**src/rtl/pic_pkg.sv**
```systemverilog
package pic_pkg;
    typedef enum logic [1:0] {
        ST_IDLE = 2'd0,
        ST_ARM  = 2'd1,
        ST_RUN  = 2'd2,
        ST_DONE = 2'd3
    } chan_state_e;

    typedef enum logic {
        MODE_RATE   = 1'b0,
        MODE_STROBE = 1'b1
    } chan_mode_e;
endpackage

```
**src/rtl/pic_hold.sv**
```systemverilog
module pic_hold #(
    parameter int W = 16
) (
    input  logic                 clk,
    input  logic                 rst_n,
    input  logic                 load_stb,
    input  logic [W-1:0]         load_val,
    input  logic                 mode_in,
    input  logic                 bcd_in,
    input  logic                 xfer_i,
    output logic [W-1:0]         pend_val,
    output pic_pkg::chan_mode_e  pend_mode,
    output logic                 pend_bcd,
    output logic                 null_o
);
    import pic_pkg::*;

    always_ff @(posedge clk) begin
        if (!rst_n) begin
            pend_val  <= '0;
            pend_mode <= MODE_RATE;
            pend_bcd  <= 1'b0;
            null_o    <= 1'b0;
        end else if (load_stb) begin
            pend_val  <= load_val;
            pend_mode <= chan_mode_e'(mode_in);
            pend_bcd  <= bcd_in;
            null_o    <= 1'b1;
        end else if (xfer_i) begin
            null_o    <= 1'b0;
        end
    end
endmodule

```
**src/rtl/pic_dec.sv**
```systemverilog
module pic_dec #(
    parameter int W = 16
) (
    input  logic [W-1:0] val_i,
    input  logic         bcd_i,
    output logic [W-1:0] val_o
);
    localparam int ND = W / 4;

    logic [ND-1:0] brw;
    logic [W-1:0]  bcd_v;

    assign brw[0] = 1'b1;

    for (genvar g = 0; g < ND; g++) begin : g_digit
        logic [3:0] dig;
        assign dig = val_i[4*g +: 4];
        assign bcd_v[4*g +: 4] = !brw[g]      ? dig :
                                 (dig == 4'd0) ? 4'd9 : dig - 4'd1;
        if (g < ND - 1) begin : g_chain
            assign brw[g+1] = brw[g] && (dig == 4'd0);
        end
    end

    assign val_o = bcd_i ? bcd_v : val_i - W'(1);
endmodule

```
**src/rtl/pic_chan.sv**
```systemverilog
module pic_chan #(
    parameter int W = 16
) (
    input  logic         clk,
    input  logic         rst_n,
    input  logic         gate,
    input  logic         mode_sel,
    input  logic         bcd_sel,
    input  logic         load_stb,
    input  logic [15:0]  load_val,
    output logic         out_o,
    output logic         null_cnt_o
);
    import pic_pkg::*;

    localparam logic [W-1:0] ONE = W'(1);
    localparam logic [W-1:0] TWO = W'(2);

    chan_state_e state_q, state_d;
    chan_mode_e  mode_q, pend_mode;
    logic [W-1:0] cnt_q, cnt_dec, pend_val;
    logic         bcd_q, pend_bcd, out_q;

    pic_hold #(.W(W)) u_hold (
        .clk       (clk),
        .rst_n     (rst_n),
        .load_stb  (load_stb),
        .load_val  (W'(load_val)),
        .mode_in   (mode_sel),
        .bcd_in    (bcd_sel),
        .xfer_i    (state_q == ST_ARM),
        .pend_val  (pend_val),
        .pend_mode (pend_mode),
        .pend_bcd  (pend_bcd),
        .null_o    (null_cnt_o)
    );

    pic_dec #(.W(W)) u_dec (
        .val_i (cnt_q),
        .bcd_i (bcd_q),
        .val_o (cnt_dec)
    );

    // state register
    always_ff @(posedge clk) begin
        if (!rst_n) state_q <= ST_IDLE;
        else        state_q <= state_d;
    end

    // next state
    always_comb begin
        state_d = state_q;
        if (load_stb) begin
            state_d = ST_ARM;
        end else begin
            unique case (state_q)
                ST_IDLE: state_d = ST_IDLE;
                ST_ARM:  state_d = ST_RUN;
                ST_RUN:  if (gate && mode_q == MODE_STROBE && cnt_q == ONE)
                             state_d = ST_DONE;
                ST_DONE: state_d = ST_DONE;
            endcase
        end
    end

    // counting element and output
    always_ff @(posedge clk) begin
        if (!rst_n) begin
            cnt_q  <= '0;
            mode_q <= MODE_RATE;
            bcd_q  <= 1'b0;
            out_q  <= 1'b1;
        end else if (load_stb) begin
            out_q  <= 1'b1;
        end else begin
            unique case (state_q)
                ST_IDLE: out_q <= 1'b1;
                ST_ARM: begin
                    cnt_q  <= pend_val;
                    mode_q <= pend_mode;
                    bcd_q  <= pend_bcd;
                    out_q  <= 1'b1;
                end
                ST_RUN: begin
                    if (!gate) begin
                        out_q <= 1'b1;
                    end else if (mode_q == MODE_STROBE) begin
                        cnt_q <= cnt_dec;
                        out_q <= (cnt_q != ONE);
                    end else if (cnt_q == ONE) begin
                        cnt_q <= pend_val;
                        out_q <= 1'b1;
                    end else begin
                        cnt_q <= cnt_dec;
                        out_q <= (cnt_q != TWO);
                    end
                end
                ST_DONE: out_q <= 1'b1;
            endcase
        end
    end

    assign out_o = out_q;
endmodule

```
**config.mk**
```make
export PLATFORM = sky130hd
export DESIGN_NAME = pic_chan
export DESIGN_NICKNAME = d
export VERILOG_FILES = /design/src/rtl/pic_pkg.sv /design/src/rtl/pic_hold.sv /design/src/rtl/pic_dec.sv /design/src/rtl/pic_chan.sv
export SDC_FILE = /design/constraint.sdc
export NUM_CORES = 1
export LEC_CHECK = 0
export ABC_AREA = 1
export BUFFER_PORTS_ARGS = -buffer_cell sky130_fd_sc_hd__buf_2
export CAP_MARGIN = 20
export CORE_MARGIN = 4
export CORE_UTILIZATION = 53
export CTS_CLUSTER_SIZE = 10
export DETAILED_ROUTE_END_ITERATION = 16
export PLACE_DENSITY = 0.74
export SETUP_SLACK_MARGIN = 0.1
export SYNTH_ARGS = -nofsm -noshare
export SYNTH_HDL_FRONTEND = slang
export SYNTH_SLANG_ARGS = --single-unit
export TNS_END_PERCENT = 100
```
**constraint.sdc**
```tcl
create_clock -name clk -period 1.6 [get_ports clk]
set_clock_uncertainty 0.2 [all_clocks]
set_input_delay 0.32 -clock clk [delete_from_list [all_inputs] [get_ports clk]]
set_output_delay 0.32 -clock clk [all_outputs]
set_load 0.02 [all_outputs]
```
==> results of run 1 <==
[layout make-up]
class	instances	area share [%]
Inverter	37	4.832
Multi-Input combinational cell	245	45.38
Tap cell	50	1.933
Sequential cell	40	25.43
Clock inverter	2	1.855
Timing Repair inverter	2	0.5412
Clock buffer	5	2.126
Timing Repair Buffer	76	17.90
[per-stage QoR]
| stage | TNS, ns | power [W] | hold slack, ns |
|---|---|---|---|
| after floorplan | 0 | 0.001513 | 0.2291 |
| after global placement | -0.1466 | 0.001717 | 0.2428 |
| after detailed placement | -0.3903 | 0.001731 | 0.2457 |
| after CTS | -0.6096 | 0.002737 | 0.04396 |
| after global routing | -3.395 | 0.003017 | 0.05712 |
| final | -2.420 | 0.002899 | 0.04817 |
[state kept, by name (all words and copies together), names as in the netlist]
signal	count
bcd_q	1
cnt_q	16
mode_q	1
out_o	1
state_q	2
u_hold.null_o	1
u_hold.pend_bcd	1
u_hold.pend_mode	1
u_hold.pend_val	16
[worst reg2reg max path, cell delays in order (launching register included)]
cell	delay (ns)
sky130_fd_sc_hd__dfxtp_4	0.37
sky130_fd_sc_hd__inv_4	0.07
sky130_fd_sc_hd__ha_4	0.16
sky130_fd_sc_hd__nand2_4	0.08
sky130_fd_sc_hd__nor2_4	0.21
sky130_fd_sc_hd__buf_4	0.16
sky130_fd_sc_hd__nand3_1	0.11
sky130_fd_sc_hd__o21ai_1	0.21
sky130_fd_sc_hd__nand3_1	0.10
sky130_fd_sc_hd__a21oi_1	0.12
[cell usage after synthesis (3+ instances only)]
cell type                  number  share of area (%)
sky130_fd_sc_hd__a21oi_1       35                7.8
sky130_fd_sc_hd__a21oi_2        4                1.6
sky130_fd_sc_hd__clkbuf_1       7                1.2
sky130_fd_sc_hd__dfxtp_1       40                 35
sky130_fd_sc_hd__ha_1           3                1.7
sky130_fd_sc_hd__inv_1         35                5.8
sky130_fd_sc_hd__nand2_1       70                 12
sky130_fd_sc_hd__nand2_2        6                1.7
sky130_fd_sc_hd__nand3_1       19                4.2
sky130_fd_sc_hd__nand3_2        5                2.2
sky130_fd_sc_hd__nand3b_1       4                1.3
sky130_fd_sc_hd__nand4_1        5                1.4
sky130_fd_sc_hd__nor2_1        36                6.0
sky130_fd_sc_hd__nor2_2         3               0.83
sky130_fd_sc_hd__nor2_4         4                2.0
sky130_fd_sc_hd__o21ai_0       37                8.2
[metal layers]
layer	vias to the layer above	track usage (%)	wire length, um
met5	-	0	0
met4	0	9.836	302
met3	40	6.887	753
met2	169	38.73	3461
met1	1219	34.71	3092
li1	1249	-	-
[power by group]
group / internal [W] / switching [W] / total [W]
clock: 0.000614 / 0.000374 / 0.000988
combinational: 0.000342 / 0.000476 / 0.000818
sequential: 0.00105 / 0.0000426 / 0.00109
total: 0.00201 / 0.000892 / 0.00290
[final timing paths]
| kind | from | endpoint | slack (ns) |
|---|---|---|---|
| worst min-delay path | load_val[5] | u_hold.pend_val[5] | 0.05 |
| worst max-delay path | cnt_q[0] | cnt_q[9] | -0.26 |
| worst min register to register | u_hold.pend_val[10] | u_hold.pend_val[10] | 0.28 |
| worst max register to register | cnt_q[0] | cnt_q[9] | -0.26 |
[logic make-up after synthesis]
group | Yosys count | share of synthesized area [%]
buffers and inverters | 48 | 8.929
DFF | 40 | 35.50
AOI/OAI and AO/OA | 83 | 20.24
adders and majority gates | 3 | 1.664
and+or+nand+nor | 158 | 33.28
xor gates and xnor gates | 1 | 0.3883
[repair_timing]
item	CTS	global route
setup endpoints to repair	18	18
hold buffers	0	0
gates cloned	0	3
setup buffers	4	8
gates resized for setup	17	50
pin swaps	5	19
==> impl_metrics.toml, run 1 <==
[status]
status = "finished with violations"
violations = "negative setup slack"

[place]
detailedPlacementHpwl_mm = 4.344
total_of_buffers_placed_on_input_and_output_ports = 23
place.gp.congestion = 0.9016
place_worst_setup_slack_ns = -0.07061
cell_area_after_placement_um2 = 2761
post-place-cells = 435

[synth]
ys_async_sr_fraction_pct = 0
syn-mean-instance-area_um2 = 6.775
cells_after_synthesis = 333
synth.yosys.seq_area_share_pct = 35.50
ys_dominant_reg_cell = "sky130_fd_sc_hd__dfxtp_1"
synthesized_nets = 358
synth_cell_types = 32
postSynthRegisterBits = 40
synth_enable_flop_cells = 0
yosysWarnings = 0
mappedNetlistArea_um2 = 2256

[finish]
layout.cells.non_filler = 457
finalCoreUtilization_pct = 79.77
layout.filler_cells = 259
drive_gt1_share_pct = 39.56
multi_input_comb_area_um2 = 1469
n_antenna_cell = 0
most_frequent_standard_cell_in_the_layout_excluding_fill_and_tap_cells = "sky130_fd_sc_hd__nand2_1"
mostFrequentLayoutCells = "sky130_fd_sc_hd__nand2_1, sky130_fd_sc_hd__buf_4, sky130_fd_sc_hd__inv_1, sky130_fd_sc_hd__a21oi_1, sky130_fd_sc_hd__o21ai_0"
areaGrowthSynthToFinish_pct = 43.48
num-nets-final = 432
final_cell_area_um2 = 3237
final-seq-area_um2 = 823.3

[cts]
number_of_cts_inserted_buffers = 5
tritoncts_clock_tree = "done"
worst_skew_pair.late_latency_ns = 0.30
cts.reportedPaths.clkPinSlew_ns = 0.08
cts.htree.levels = 2
cts.sink_count = 40
clk_root_buffer_cell = "sky130_fd_sc_hd__clkbuf_8"
clockBufferDepth = 2

[worst_setup_path]
cp_num_cells = 9
timing.critical_path.slowest_stage_cell = "sky130_fd_sc_hd__dfxtp_4"
path_class = "reg2reg"
cp.required_ns = 1.63
setup.worst_path.end_class = "flip-flop"
path_cells = "inv_4 > ha_4 > nand2_4 > nor2_4 > buf_4 > nand3_1 > o21ai_1 > nand3_1 > a21oi_1"
max_stage_delay_ns = 0.37
timing.critical_path.arrival_ns = 1.89
path_delay_family = "simple AND/OR/NAND/NOR gates"
crit_path_start_kind = "flip-flop"
cp_num_buf_inv = 2
critical_path_peak_fanout = 6
critical-path-top-cell-by-count = "sky130_fd_sc_hd__nand3_1"
worst-r2r-cell-count = 9

[pwr]
ir_drop_worst_case_vdd_mv = 0.8450
power_per_cell_area_nw_per_um2 = 895.5
power.static_leakage_nw = 1.426

[die]
height_of_the_die_um = 73.24
design.core.area_um2 = 4058
fp.dieArea_um2 = 5364
rows = 23
floorplan.io_pins = 24
chipWidth_um = 73.24
floorplan.initialDensity_pct = 55.60

[drt]
post_drt_via_cell_ratio = 5.858
antenna_violating_nets_post_route = 0
remaining_drc_errors = 0
via_total_after_detailed_routing = 2677
drtPass1Iterations = 5
detail_route.wirelength_mm = 7.610
drt_first_iter_violations = 183
wire_per_inst_um = 16.65

[global_routing]
antenna_violations_before_repair = 0
first_global_vias = 2313
grt_use_total_pct = 25.66
grt_first_pass_wirelength_mm = 10.65
overflow = 0
grt_start_max_net_pins = 31

[timing]
hold_viol_final = 0
fin_ws_ns = -0.2557
final_max_slew_viol_count = 0
worst_pin_slew_ns = 0.2612
timing.fmax_mhz = 538.9
rsz0062_at_grt = "yes"
relSlewSlack_pct = 82.59
final.period_utilization_pct = 116.0
finalWorstPathRequiredPeriod_ns = 1.856
setup_viol = 17

[hold_path]
hold_path.class = "in2reg"
timing.hold.worst_path_depth = 3

[flow_run]
max_cap_violations = 0
Note: power is estimated with default switching activity, not from simulation.
==> run 2, diff against run 1 <==
==> constraint.sdc (replaced) <==
create_clock -name clk -period 1.6 [get_ports clk]
set_clock_uncertainty 0.2 [all_clocks]
set_input_delay 0.32 -clock clk [delete_from_list [all_inputs] [get_ports clk]]
set_output_delay 0.32 -clock clk [all_outputs]
set_load 0.1 [all_outputs]
==> run 2 against run 1 <==
  * The run still ends with negative setup slack left
  * Via count is 2.5% lower
  * Utilization is 0.12 points higher
  * Final cell count stayed put
  * Count of clock-buffer cells in the layout stayed put
  * Sequential share of layout area hardly changed
  * Flip-flop and latch count stayed put
  * Routed wire length is 0.89% lower
  * Setup slack worse by 0.0010 ns
  * Cell area is 0.15% higher
  * Critical path depth stayed put
  * Maximum frequency hardly changed
  * First-iteration DRC count is 30% higher
==> impl_metrics.toml, run 2 (synthesis gave the netlist of run 1 again) <==
[status]
status = "finished with violations"
violations = "negative setup slack"

[pwr]
ir_drop_worst_case_vdd_mv = 0.9003
power.share.sequential_pct = 37.6
power_report.internal_total_w = 0.002008
net_load_switching_power_w = 0.0008951
power_per_cell_area_nw_per_um2 = 895.4
p_sw_share_pct = 30.84
clock_power_share_pct = 33.8
p_comb_share_pct = 28.6
power.static_leakage_nw = 1.428

[cts]
number_of_cts_inserted_buffers = 5
clockBufferDepth = 2
cts.reportedPaths.clkPinSlew_ns = 0.08
cts.sink_count = 40
tritoncts_clock_tree = "done"
clk_root_buffer_cell = "sky130_fd_sc_hd__clkbuf_8"
cts.htree.levels = 2
worst_skew_pair.late_latency_ns = 0.30

[die]
floorplan.io_pins = 24
height_of_the_die_um = 73.24
rows = 23
fp.dieArea_um2 = 5364
design.core.area_um2 = 4058
chipWidth_um = 73.24
floorplan.initialDensity_pct = 55.60

[global_routing]
grt_use_total_pct = 25.68
grt_start_max_net_pins = 31
overflow = 0
first_global_vias = 2315
antenna_violations_before_repair = 0
grt_first_pass_wirelength_mm = 10.67

[finish]
areaGrowthSynthToFinish_pct = 43.70
most_frequent_standard_cell_in_the_layout_excluding_fill_and_tap_cells = "sky130_fd_sc_hd__nand2_1"
multi_input_comb_area_um2 = 1469
n_antenna_cell = 0
mostFrequentLayoutCells = "sky130_fd_sc_hd__nand2_1, sky130_fd_sc_hd__buf_4, sky130_fd_sc_hd__inv_1, sky130_fd_sc_hd__a21oi_1, sky130_fd_sc_hd__o21ai_0"
finalCoreUtilization_pct = 79.90
layout.filler_cells = 257
reg_top3 = "cnt_q: 16 flops, u_hold.pend_val: 16 flops, state_q: 2 flops"
drive_gt1_share_pct = 39.56
num-nets-final = 432
final-seq-area_um2 = 823.3
final_cell_area_um2 = 3242
layout.cells.non_filler = 457

[timing]
relSlewSlack_pct = 81.36
finalWorstPathRequiredPeriod_ns = 1.857
timing.fmax_mhz = 538.6
final_max_slew_viol_count = 0
hold_viol_final = 0
rsz0062_at_grt = "yes"
final.period_utilization_pct = 116.0
worst_pin_slew_ns = 0.2820
fin_ws_ns = -0.2567
setup_viol = 17

[worst_setup_path]
crit_path_start_kind = "flip-flop"
max_stage_delay_ns = 0.37
critical_path_peak_fanout = 6
path_delay_family = "simple AND/OR/NAND/NOR gates"
path_cells = "inv_4 > ha_4 > nand2_4 > nor2_4 > buf_4 > nand3_1 > o21ai_1 > nand3_1 > a21oi_1"
cp.required_ns = 1.63
setup.worst_path.end_class = "flip-flop"
timing.critical_path.slowest_stage_cell = "sky130_fd_sc_hd__dfxtp_4"
timing.critical_path.arrival_ns = 1.89
path_class = "reg2reg"
cp_num_buf_inv = 2
critical-path-top-cell-by-count = "sky130_fd_sc_hd__nand3_1"

[place]
post-place-cells = 435
detailedPlacementHpwl_mm = 4.344
place.gp.congestion = 0.9016
total_of_buffers_placed_on_input_and_output_ports = 23
cell_area_after_placement_um2 = 2761

[drt]
antenna_violating_nets_post_route = 0
drtPass1Iterations = 4
detail_route.wirelength_mm = 7.542
via_total_after_detailed_routing = 2609
wire_per_inst_um = 16.50
drt_first_iter_violations = 238
remaining_drc_errors = 0
post_drt_via_cell_ratio = 5.709

[flow_run]
max_cap_violations = 0

[hold_path]
hold_path.class = "in2reg"
-- run 2: cell types whose count changed in the layout (fill, tap and decap cells not counted) --
cell / change
sky130_fd_sc_hd__buf_2: -2
sky130_fd_sc_hd__buf_4: +2
-- run 2: power groups by stage --
stage	combinational [W]	clock [W]	sequential [W]
2_1_floorplan	0.000405	0	0.00112
3_3_place_gp	0.000621	0	0.00111
3_5_place_dp	0.000634	0	0.00111
4_1_cts	0.000673	0.000988	0.00109
5_1_grt	0.000901	0.00103	0.00110
6_report	0.000829	0.000981	0.00109
-- run 2: what timing repair did --
action                                  in CTS  in global routing
pin swaps                                    5                 19
hold buffers                                 0                  0
endpoints found under the setup margin      20                 18
gates resized for setup                     19                 50
endpoints found under the hold margin        0                  0
gates cloned                                 0                  3
setup buffers                                4                  8
-- run 2: final timing paths --
| path | start | end | slack (ns) | cells past startpoint |
|---|---|---|---|---|
| setup reg to reg | cnt_q[0] | cnt_q[9] | -0.26 | 9 |
| setup / recovery | cnt_q[0] | cnt_q[9] | -0.26 | 9 |
| hold reg to reg | u_hold.pend_val[12] | u_hold.pend_val[12] | 0.28 | 2 |
| hold / removal | load_val[5] | u_hold.pend_val[5] | 0.05 | 3 |
-- run 2: metal layers --
metal	track usage [%]	vias up	wire (um)
met5	0	-	0
met2	38.93	136	3489
li1	-	1241	-
met3	7.025	32	692
met1	34.54	1200	3099
met4	9.836	0	262
-- run 2: per-stage QoR --
stage	power (W)	worst slack [ns]	hold WS, ns	setup TNS (ns)
3_5_place_dp	0.001743	-0.07061	0.2457	-0.3903
4_1_cts	0.002750	-0.07081	0.04396	-0.6096
3_3_place_gp	0.001729	-0.04961	0.2428	-0.1466
5_1_grt	0.003030	-0.2792	0.05712	-3.395
2_1_floorplan	0.001525	0.03695	0.2291	0
6_report	0.002903	-0.2567	0.04852	-2.386
-- run 2: layout make-up --
class,count,share of cell area (%)
Clock buffer,5,2.123
Timing Repair inverter,2,0.5403
Tap cell,50,1.930
Multi-Input combinational cell,245,45.31
Timing Repair Buffer,76,18.02
Sequential cell,40,25.40
Clock inverter,2,1.853
Inverter,37,4.824
-- run 2: worst min-delay path: stages --
cell	delay [ns]
sky130_fd_sc_hd__buf_2	0.07
sky130_fd_sc_hd__nor2_1	0.03
sky130_fd_sc_hd__nor2_1	0.08
==> run 3, diff against run 2 <==
--- a/config.mk
+++ b/config.mk
@@ -5,14 +5,12 @@
 export SDC_FILE = /design/constraint.sdc
 export NUM_CORES = 1
 export LEC_CHECK = 0
-export ABC_AREA = 1
 export BUFFER_PORTS_ARGS = -buffer_cell sky130_fd_sc_hd__buf_2
-export CAP_MARGIN = 20
 export CORE_MARGIN = 4
-export CORE_UTILIZATION = 53
+export CORE_UTILIZATION = 52
 export CTS_CLUSTER_SIZE = 10
 export DETAILED_ROUTE_END_ITERATION = 16
-export PLACE_DENSITY = 0.74
+export PLACE_DENSITY = 0.73
 export SETUP_SLACK_MARGIN = 0.1
 export SYNTH_ARGS = -nofsm -noshare
 export SYNTH_HDL_FRONTEND = slang
==> run 3 against run 2 <==
  * The flow still finishes with violations (negative setup slack)
  * Highest routed layer unchanged
  * Largest power group unchanged
  * Combinational power down 18%
  * Non-clock buffer count grew 18
  * Count of clock-buffer cells in the layout grew 1
  * Routed wire length fell by 11%
  * Critical endpoint is now cnt_q[8]
  * First-iteration DRC count shrank 10%
  * Via count is 11% lower
  * Maximum frequency decreased by 10%
  * Critical path type unchanged
  * Die area fell by 1.4%
==> impl_metrics.toml, run 3 <==
[die]
floorplan.io_pins = 24
height_of_the_die_um = 72.74
chipWidth_um = 72.74
design.core.area_um2 = 4029
fp.dieArea_um2 = 5291
rows = 23
floorplan.initialDensity_pct = 54.10

[worst_setup_path]
path_class = "reg2reg"
worst-r2r-cell-count = 7
critPathLaunch = "cnt_q[8]"
critical_path_peak_fanout = 12
setup.worst_path.end_class = "flip-flop"
rr_startpoint = "cnt_q[8]"
critical_path_sink = "cnt_q[8]"
timing.rr.end = "cnt_q[8]"
timing.critical_path.arrival_ns = 2.04
cp.required_ns = 1.57
r2r_slack_ns = -0.46
crit_path_start_kind = "flip-flop"

[global_routing]
antenna_violations_before_repair = 0
global_route.usage.met1_pct = 33.67
globalRouteMet3Util_pct = 5.096
grt_use_total_pct = 25.29
grt.met2_usage_pct = 40.18
first_global_vias = 2238
grt_start_max_net_pins = 23
grt_first_pass_wirelength_mm = 10.53
top_usage_layer = "met2"
overflow = 0

[synth]
mappedNetlistArea_um2 = 2180
dominant_combinational_cell_family_by_area_after_synthesis = "simple AND/OR/NAND/NOR gates"
postSynthRegisterBits = 40
synth.mux.area_fraction_pct = 14.29
synthSimpleGateAreaFrac_pct = 23.08
synthMostInstantiatedCell = "sky130_fd_sc_hd__dfxtp_1"
ys_async_sr_fraction_pct = 0
ys_dominant_reg_cell = "sky130_fd_sc_hd__dfxtp_1"
synth_area_leaders = "sky130_fd_sc_hd__dfxtp_1, sky130_fd_sc_hd__mux2i_1, sky130_fd_sc_hd__nor2_1"
synthesized_nets = 275
yosysWarnings = 0
synth_largest_area_cell = "sky130_fd_sc_hd__dfxtp_1"
post_synth_fa_ha_maj_area_fraction_pct = 1.722
synth_enable_flop_cells = 0
synth_compound_gate_area_share_pct = 18.43
yosys.area.top_type_share_pct = 36.74
synth_common_cells = "sky130_fd_sc_hd__dfxtp_1, sky130_fd_sc_hd__nor2_1, sky130_fd_sc_hd__mux2i_1, sky130_fd_sc_hd__a21oi_1, sky130_fd_sc_hd__nor3_1"
syn-mean-instance-area_um2 = 8.718
synth_cell_types = 52
post_synth_xor_area_fraction_pct = 0.4018
synth.yosys.seq_area_share_pct = 36.74
cells_after_synthesis = 250

[drt]
remaining_drc_errors = 0
drt_first_iter_violations = 214
via_total_after_detailed_routing = 2334
detail_route.wirelength_mm = 6.742
antenna_violating_nets_post_route = 0
drtPass1Iterations = 5
wire_per_inst_um = 17.51
post_drt_via_cell_ratio = 6.062

[timing]
final_max_slew_viol_count = 0
fin_hold_ws_ns = 0.05993
rsz0062_at_grt = "yes"
setup_viol = 19
worst_pin_slew_ns = 0.4220
final.period_utilization_pct = 129.0
finalWorstPathRequiredPeriod_ns = 2.065
fin_ws_ns = -0.4646
timing.fmax_mhz = 484.4
relSlewSlack_pct = 71.48
hold_viol_final = 0

[cts]
cts.sink_count = 40
cts.reportedPaths.clkPinSlew_ns = 0.08
worst_skew_pair.late_latency_ns = 0.29
cts.htree.levels = 2
clk_root_buffer_cell = "sky130_fd_sc_hd__clkbuf_8"
tritoncts_clock_tree = "done"
number_of_cts_inserted_buffers = 5
clockBufferDepth = 2

[pwr]
totalPowerFinal_w = 0.002573
power_per_cell_area_nw_per_um2 = 820.9
ir_drop_worst_case_vdd_mv = 0.6743
power.static_leakage_nw = 1.376

[finish]
most_frequent_standard_cell_in_the_layout_excluding_fill_and_tap_cells = "sky130_fd_sc_hd__buf_4"
drive_gt1_share_pct = 43.58
mostFrequentLayoutCells = "sky130_fd_sc_hd__buf_4, sky130_fd_sc_hd__nor2_1, sky130_fd_sc_hd__dfxtp_1, sky130_fd_sc_hd__mux2i_1, sky130_fd_sc_hd__buf_2"
num-nets-final = 359
reg_top3 = "cnt_q: 16 flops, u_hold.pend_val: 16 flops, state_q: 2 flops"
layout.cells.non_filler = 385
n_antenna_cell = 0
final_cell_area_um2 = 3134
areaGrowthSynthToFinish_pct = 43.80

[place]
detailedPlacementHpwl_mm = 4.452
post-place-cells = 366
total_of_buffers_placed_on_input_and_output_ports = 23
place.gp.congestion = 0.9405
place_worst_setup_slack_ns = -0.4373
cell_area_after_placement_um2 = 2814

[hold_path]
hold_path.class = "in2reg"

[status]
status = "finished with violations"
violations = "negative setup slack"

[flow_run]
max_cap_violations = 0
## run 3: kinds of logic after synthesis
group / count (synthesis)
xor gates and xnor gates: 1
adders and majority gates: 3
AOI/OAI and AO/OA: 57
and+or+nand+nor: 95
muxes: 30
buffers and inverters: 24
DFF: 40
## run 3: how the worst min path moves through the flow
| stage | start | end | cells past startpoint |
|---|---|---|---|
| after floorplan | u_hold.pend_val[1] | cnt_q[1] | 2 |
| after global placement | u_hold.null_o | u_hold.null_o | 2 |
| after detailed placement | u_hold.null_o | u_hold.null_o | 2 |
| after CTS | load_val[15] | u_hold.pend_val[15] | 3 |
| after global routing | load_val[15] | u_hold.pend_val[15] | 3 |
| final | load_val[4] | u_hold.pend_val[4] | 3 |
## run 3: worst max-delay path, stage by stage, from the launching register on
cell,delay (ns)
sky130_fd_sc_hd__dfxtp_1,0.32
sky130_fd_sc_hd__or4_4,0.56
sky130_fd_sc_hd__nor2_4,0.18
sky130_fd_sc_hd__a21oi_4,0.11
sky130_fd_sc_hd__buf_12,0.16
sky130_fd_sc_hd__buf_4,0.15
sky130_fd_sc_hd__a21oi_2,0.16
sky130_fd_sc_hd__o22ai_1,0.10
## run 3: layout make-up
type | count | area, um^2
multi-input cells | 186 | 1416
fillers | 264 | 894.6
flip-flops and latches | 40 | 815.8
repair buffers | 94 | 705.7
clock buffers | 6 | 72.57
well taps | 50 | 62.56
clock inverters | 2 | 35.03
inverters | 7 | 26.28
## run 3: metal layers
layer / part of all wire [%] / up-vias
li1: - / 1087
met5: 0 / -
met1: 42 / 1087
met4: 3.2 / 0
met3: 8.7 / 27
met2: 46 / 133
## run 3: power breakdown
group / internal, W / switching, W
combinational: 0.000330 / 0.000348
sequential: 0.00104 / 0.0000354
clock: 0.000463 / 0.000357
total: 0.00183 / 0.000741
## run 3: stage by stage
stage / utilization, % / TNS, ns
2_1_floorplan: - / -4.702
5_1_grt: 77.80 / -7.310
6_report: 77.80 / -6.329
3_3_place_gp: 69.84 / -5.934
3_5_place_dp: 69.84 / -6.253
4_1_cts: 75.50 / -5.533
## run 3: what timing repair did
action                                  CTS  global route
buffers inserted                          7             5
hold buffers                              0             0
pin swaps                                11            10
resized for setup                        19            19
endpoints found under the setup margin   22            20
